[config.mk]
export PLATFORM = sky130hd
export DESIGN_NAME = tport_seq
export DESIGN_NICKNAME = d
export VERILOG_FILES = /design/src/rtl/tport_pkg.sv /design/src/rtl/tport_clr.sv /design/src/rtl/tport_timer.sv /design/src/rtl/tport_fsm.sv /design/src/rtl/tport_seq.sv
export SDC_FILE = /design/constraint.sdc
export NUM_CORES = 1
export LEC_CHECK = 0
export CORE_AREA = 5 5 67 69
export DETAILED_ROUTE_END_ITERATION = 10
export DIE_AREA = 0 0 72 74
export PLACE_DENSITY = 0.85
export SYNTH_ARGS = -nofsm -noshare
export SYNTH_HDL_FRONTEND = slang
export SYNTH_SLANG_ARGS = --single-unit
[constraint.sdc]
create_clock -name clk -period 6.4 [get_ports clk]
set_input_delay 1.92 -clock clk [delete_from_list [all_inputs] [get_ports clk]]
set_output_delay 1.92 -clock clk [all_outputs]
set_load 0.05 [all_outputs]
[src/rtl/tport_pkg.sv]
// Package: shared state type for the PHY test-port sequencer.
// Assumes nothing beyond 8-bit test codes and data bytes.
package tport_pkg;

    // Sequencer steps; code phase first, then three steps per data byte.
    typedef enum logic [3:0] {
        ST_IDLE   = 4'd0,
        ST_CK_HI  = 4'd1,
        ST_CODE   = 4'd2,
        ST_EN_HI  = 4'd3,
        ST_CK_LO  = 4'd4,
        ST_EN_LO  = 4'd5,
        ST_D_LOW  = 4'd6,
        ST_D_BYTE = 4'd7,
        ST_D_HIGH = 4'd8
    } step_e;

endpackage

[src/rtl/tport_clr.sv]
// Module: registers the PHY test-clear line from its control input.
// Assumes the line must read high out of reset (PHY in shutdown).
module tport_clr (
    input  logic clk,
    input  logic rst_n,
    input  logic clr_in,
    output logic test_clr
);

    // Hold clear high in reset, otherwise follow the control one cycle later.
    always_ff @(posedge clk) begin
        if (!rst_n) test_clr <= 1'b1;
        else        test_clr <= clr_in;
    end

endmodule

[src/rtl/tport_timer.sv]
// Module: step-length down counter; tick is high in the last cycle of a step.
// Assumes load is pulsed on the edge that starts every step.
module tport_timer #(
    parameter int STEP_W = 4
) (
    input  logic              clk,
    input  logic              rst_n,
    input  logic              load,
    input  logic [STEP_W-1:0] len,
    output logic              tick
);

    logic [STEP_W-1:0] cnt_q;
    logic [STEP_W-1:0] start_v;

    // A length of zero behaves as a one-cycle step.
    always_comb start_v = (len == '0) ? '0 : len - 1'b1;

    // Reload on a new step, otherwise count down to zero and hold.
    always_ff @(posedge clk) begin
        if (!rst_n)            cnt_q <= '0;
        else if (load)         cnt_q <= start_v;
        else if (cnt_q != '0)  cnt_q <= cnt_q - 1'b1;
    end

    assign tick = (cnt_q == '0);

    // a running step counts down by exactly one per cycle.
    a_r5_countdown: assert property (@(posedge clk) disable iff (!rst_n)
        (!load && cnt_q != '0) |=> (cnt_q == $past(cnt_q) - 1'b1));

endmodule

[src/rtl/tport_fsm.sv]
// Module: step sequencer that drives the test clock, enable and data bus.
// Assumes tick comes from a timer that this module reloads via load.
module tport_fsm #(
    parameter int CNT_W  = 4,
    parameter int STEP_W = 4
) (
    input  logic              clk,
    input  logic              rst_n,
    input  logic              test_clr,
    input  logic              tick,
    input  logic [STEP_W-1:0] step_len,
    input  logic              req_valid,
    input  logic [7:0]        req_code,
    input  logic [CNT_W-1:0]  req_count,
    input  logic              byte_valid,
    input  logic [7:0]        byte_data,
    output logic              req_ready,
    output logic              byte_ready,
    output logic              load,
    output logic [STEP_W-1:0] step_q,
    output logic              busy,
    output logic              done,
    output logic              tp_clk,
    output logic              tp_en,
    output logic [7:0]        tp_din
);
    import tport_pkg::*;

    step_e            state;
    logic [CNT_W-1:0] left_q;
    logic [7:0]       code_q;
    logic             accept;

    assign req_ready  = (state == ST_IDLE) && !test_clr;
    assign accept     = req_ready && req_valid;
    assign byte_ready = (state == ST_D_LOW) && tick;
    assign busy       = (state != ST_IDLE);

    // Reload the step timer on every step change.
    always_comb begin
        case (state)
            ST_IDLE:  load = accept;
            ST_D_LOW: load = tick && byte_valid;
            default:  load = tick;
        endcase
    end

    // Advance through the steps and update the port on each step entry.
    always_ff @(posedge clk) begin
        if (!rst_n) begin
            state  <= ST_IDLE;
            left_q <= '0;
            code_q <= '0;
            step_q <= '0;
            done   <= 1'b0;
            tp_clk <= 1'b0;
            tp_en  <= 1'b0;
            tp_din <= '0;
        end else begin
            done <= 1'b0;
            case (state)
                ST_IDLE: if (accept) begin
                    state  <= ST_CK_HI;
                    tp_clk <= 1'b1;
                    left_q <= req_count;
                    code_q <= req_code;
                    step_q <= step_len;
                end
                ST_CK_HI: if (tick) begin
                    state  <= ST_CODE;
                    tp_din <= code_q;
                end
                ST_CODE: if (tick) begin
                    state <= ST_EN_HI;
                    tp_en <= 1'b1;
                end
                ST_EN_HI: if (tick) begin
                    state  <= ST_CK_LO;
                    tp_clk <= 1'b0;
                end
                ST_CK_LO: if (tick) begin
                    state <= ST_EN_LO;
                    tp_en <= 1'b0;
                end
                ST_EN_LO: if (tick) begin
                    if (left_q == '0) begin
                        state <= ST_IDLE;
                        done  <= 1'b1;
                    end else begin
                        state  <= ST_D_LOW;
                        tp_clk <= 1'b0;
                    end
                end
                ST_D_LOW: if (tick && byte_valid) begin
                    state  <= ST_D_BYTE;
                    tp_din <= byte_data;
                end
                ST_D_BYTE: if (tick) begin
                    state  <= ST_D_HIGH;
                    tp_clk <= 1'b1;
                    left_q <= left_q - 1'b1;
                end
                ST_D_HIGH: if (tick) begin
                    if (left_q == '0) begin
                        state <= ST_IDLE;
                        done  <= 1'b1;
                    end else begin
                        state  <= ST_D_LOW;
                        tp_clk <= 1'b0;
                    end
                end
                default: state <= ST_IDLE;
            endcase
        end
    end

    // enable can only rise while the test clock is high.
    a_r3_en_under_clk: assert property (@(posedge clk) disable iff (!rst_n)
        $rose(tp_en) |-> tp_clk);

    // the code on the bus holds while enable stays high.
    a_r3_code_stable: assert property (@(posedge clk) disable iff (!rst_n)
        (tp_en && $past(tp_en)) |-> $stable(tp_din));

    // a byte is only taken with the test clock and enable low.
    a_r7_take_low: assert property (@(posedge clk) disable iff (!rst_n)
        byte_ready |-> (!tp_clk && !tp_en));

    // done is a single-cycle pulse and comes with busy low.
    a_r8_done_pulse: assert property (@(posedge clk) disable iff (!rst_n)
        done |-> (!busy ##1 !done));

endmodule

[src/rtl/tport_seq.sv]
// Top: PHY test-port write sequencer (code phase, data phases, test clear).
// Assumes the host holds byte_data stable while byte_valid is high.
module tport_seq #(
    parameter int CNT_W  = 4,
    parameter int STEP_W = 4
) (
    input  logic              clk,
    input  logic              rst_n,
    input  logic              clr_in,
    input  logic [STEP_W-1:0] step_len,
    input  logic              req_valid,
    output logic              req_ready,
    input  logic [7:0]        req_code,
    input  logic [CNT_W-1:0]  req_count,
    input  logic              byte_valid,
    output logic              byte_ready,
    input  logic [7:0]        byte_data,
    output logic              busy,
    output logic              done,
    output logic              test_clr,
    output logic              tp_clk,
    output logic              tp_en,
    output logic [7:0]        tp_din
);

    logic              tick;
    logic              load;
    logic [STEP_W-1:0] step_q;

    tport_clr u_clr (
        .clk      (clk),
        .rst_n    (rst_n),
        .clr_in   (clr_in),
        .test_clr (test_clr)
    );

    tport_timer #(.STEP_W(STEP_W)) u_timer (
        .clk   (clk),
        .rst_n (rst_n),
        .load  (load),
        .len   (load && !busy ? step_len : step_q),
        .tick  (tick)
    );

    tport_fsm #(.CNT_W(CNT_W), .STEP_W(STEP_W)) u_fsm (
        .clk        (clk),
        .rst_n      (rst_n),
        .test_clr   (test_clr),
        .tick       (tick),
        .step_len   (step_len),
        .req_valid  (req_valid),
        .req_code   (req_code),
        .req_count  (req_count),
        .byte_valid (byte_valid),
        .byte_data  (byte_data),
        .req_ready  (req_ready),
        .byte_ready (byte_ready),
        .load       (load),
        .step_q     (step_q),
        .busy       (busy),
        .done       (done),
        .tp_clk     (tp_clk),
        .tp_en      (tp_en),
        .tp_din     (tp_din)
    );

    // no request is accepted while the clear line is high.
    a_r2_clr_blocks: assert property (@(posedge clk) disable iff (!rst_n)
        test_clr |-> !req_ready);

    // a request is taken only from idle.
    a_r9_idle_only: assert property (@(posedge clk) disable iff (!rst_n)
        (req_valid && req_ready) |=> busy);

endmodule

==> summary.md <==
| Metric | Value |
|---|---|
| Outcome | `finished clean` |
| Synth Flop Type | `dfxtp_1` |
| RR Startpoint | `u_fsm.state[1]` |
| First-pass detailed-route iteration total | `4` |
| Cell Rows | `23` |
| Share of cells above drive strength 1 | `about 8.0%` |
| Synth top area cells | `dfxtp_1 (37%), nand2_1 (6.0%), mux2i_1 (5.7%)` |
| Max incr delay on CP | `about 840 ps` |
| Hold Crit Start | `u_fsm.code_q[3]` |
| WP data required | `4480 ps` |
| Setup crit start kind | `register` |
| Actual slew at the worst max-slew pin | `approximately 1000 ps` |
| Max-Cap Viols | `0` |
| Worst hold stages | `2` |
| IO buf count | `43` |
| TNS Setup | `0 ps` |
| CTS tree | `built` |
| DRT antenna net count | `0` |
| Crit-path cells | `inv_1 > ha_1 > or3b_2 > nor3_1 > clkdlybuf4s50_1` |
| Largest net degree at the start of global routing | `34` |
| HPWL reported at the end of detailed placement | `3190 um` |
| CP top delay family | `buffers and inverters` |
| Syn_nets | `approximately 270` |
| Post-route minimum period | `~4500 ps` |
| Max FO, Critical Path | `9` |
| H-tree depth | `2` |
| Post-Syn Area | `1950 um2` |
| GR Overflow Total | `0` |
| Slowest CP cell | `clkdlybuf4s50_1` |
| Global Route Usage Sum | `17.6%` |
| Reg area | `721 um2` |
| Clock Tree Buf Depth | `2` |
| Clk_skew | `between 6 and 7 ps` |
| Initial antenna violation count | `0` |
| Avg WL per Cell | `~14 um` |
| TritonCTS Buffers | `5` |
| Reg-to-Reg End | `u_fsm.left_q[0]` |
| Hold Fails Final Rpt | `0` |
| CP endpoint kind | `primary output` |
| Drt via density | `around 5.8` |
| Slew margin rel. | `between 30% and 40%` |
| Initial detailed-routing violation count | `roughly 190` |
| Net Sw Frac | `43.3%` |
| Final period util | `approximately 70%` |
| First-pass GRT wire length | `about 7300 um` |
| Mean Syn Cell Area | `slightly above 8 um2` |
| Root Buffer Master | `clkbuf_8` |
| FFs w/ async S/R, synth | `0%` |
| Routability cong. | `0.861` |
| Core Footprint | `a little under 4000 um2` |
| Initial core utilization | `approximately 51%` |
| CP arrival | `approximately 2500 ps` |
| Drc violations | `0` |
| Filler cells | `350` |
| Worst-path clk slew | `approximately 70 ps` |
| Area occupied by multi-input gates | `around 1100 um2` |
| Max Clock Freq | `~220 MHz` |
| Leakage | `just over 0.8 nW` |
| Total die area | `approximately 5300 um2` |
| Die height | `between 70 and 80 um` |
| Net Sw Power | `approximately 0.00047 W` |
| Netlist cell types | `47` |
| Kind of critical path | `reg2out` |
| Sinks on the clock net | `36` |
| # nets final | `305` |
| Post-synth EDFFs | `0` |
| Vias in the first global route | `1,648` |
| Setup violators final | `0` |
| Layout area overhead | `27.7%` |
| Reg2reg path depth | `5` |
| P_int | `just over 0.0006 W` |
| Crit path buffers/inverters | `2` |
| Die X | `between 70 and 80 um` |
| Worst Hold Path EP | `u_fsm.code_q[3]` |
| # hold bufs at CTS | `0` |
| Routed vias | `between 1.5k and 2k` |
| DP Cell Count | `approximately 320` |
| Commonest cells post-synth | `dfxtp_1 (36), nand2_1 (31), nor2_1 (24)` |
| Maximum VDD drop | `~0.00031 V` |
| RSZ-0062 raised after global routing | `no` |
| Worst hold path type | `reg2reg` |
| Syn Inst Count | `238` |
| Synthesis warning total | `0` |
| Post-CTS Setup Bufs | `0` |
| Yosys reg bits | `36` |
| Cell taking the most area after synthesis | `dfxtp_1` |
| Post-CTS Resized | `0` |
| Diode count | `0` |
| Pins Over Slew Limit | `0` |
| Reg2reg setup slack | `3570 ps` |
| Power Density | `approximately 440 nW/um2` |
| Logic gate share of total power | `50.3%` |
| Count leader, synth | `dfxtp_1` |
| Sequential share of power | `a little under a third` |
| Skew-Pair Late Insertion Delay | `around 300 ps` |
| Post-synthesis sequential area ratio | `between 30 and 40%` |
| Non-Filler Instances | `between 300 and 400` |
| Final wirelength | `roughly 4500 um` |
| IO Count | `44` |
| Clk pwr share | `a little under a fifth` |
| Synth top area share | `37.0%` |
worst min-delay path: stages, from the launching register on:
cell	delay (ps)
dfxtp_1	310
nand2_1	50
a21oi_1	50
through the flow:
step / total power, W / hold slack [ps] / worst slack, ps / util (%) / area, um2
after floorplan: 0.000765 / 436 / 2210 / - / 1950
after global placement: 0.000877 / 443 / 2280 / 61.7 / 2380
after detailed placement: 0.000891 / 446 / 2270 / 61.7 / 2380
after CTS: 0.00109 / 456 / 1940 / 64.5 / 2490
after global routing: 0.00117 / 482 / 1860 / 64.5 / 2490
final: 0.00109 / 455 / 1940 / 64.5 / 2490
registers in the layout, indices dropped and copies added, names as in the netlist:
| register | cells |
|---|---|
| u_fsm.tp_clk | 1 |
| u_fsm.code_q | 8 |
| u_timer.cnt_q | 4 |
| u_fsm.tp_en | 1 |
| u_fsm.tp_din | 8 |
| u_fsm.done | 1 |
| u_fsm.left_q | 4 |
| u_fsm.step_q | 4 |
| u_clr.test_clr | 1 |
| u_fsm.state | 4 |
how the worst max path moves through the flow:
stage / slack (ps) / cells after the start / startpoint / endpoint
final: 1940 / 5 / u_timer.cnt_q[0] / byte_ready
after CTS: 1940 / 5 / u_timer.cnt_q[0] / byte_ready
after detailed placement: 2270 / 5 / u_timer.cnt_q[0] / byte_ready
after floorplan: 2210 / 5 / u_timer.cnt_q[0] / byte_ready
after global routing: 1860 / 5 / u_timer.cnt_q[0] / byte_ready
after global placement: 2280 / 5 / u_timer.cnt_q[0] / byte_ready
kinds of logic after synthesis:
group	Yosys count	synth area share (%)
buf+inv	25	5.97
compound gates	69	25.0
mux	11	5.65
simple gates	92	23.8
xor+xnor	3	1.35
flops	36	37.0
fa+ha+maj	2	1.28
final cells by class:
class | count | share of cell area, %
well taps | 50 | 2.52
clock buffers | 6 | 2.92
clock inverters | 2 | 1.41
repair buffers | 45 | 17.9
inverters | 9 | 1.36
multi-input cells | 177 | 44.9
flip-flops and latches | 36 | 29.0
layout by cell type (no fill, tap or decap), types with 5 or more instances in the layout:
| master | n |
|---|---|
| dfxtp_1 | 36 |
| clkdlybuf4s50_1 | 43 |
| nor3_1 | 8 |
| nand2_1 | 31 |
| nor2_1 | 24 |
| mux2i_1 | 11 |
| o21ai_0 | 13 |
| inv_1 | 9 |
| a21oi_1 | 20 |
| clkbuf_8 | 5 |
| a211oi_1 | 8 |
power by group through the flow:
stage,Combinational [W],Sequential [W],Clock [W]
finish,0.000548,0.000342,0.000199
global route,0.000601,0.000353,0.000213
CTS,0.000548,0.000342,0.000202
detailed placement,0.000544,0.000347,0
global placement,0.000533,0.000344,0
floorplan,0.000394,0.000371,0
routing by layer:
metal / share of wire [%] / GRT usage, % / wire length, um / vias to the layer above
met1: 44 / 22.0 / 1960 / 880
met4: 1.8 / 8.77 / 79 / 0
met2: 50 / 29.2 / 2210 / 41
li1: - / - / - / 941
met5: 0 / 0 / 0 / -
met3: 4.4 / 3.24 / 198 / 7
No activity file was read; power rests on OpenSTA's default activity.
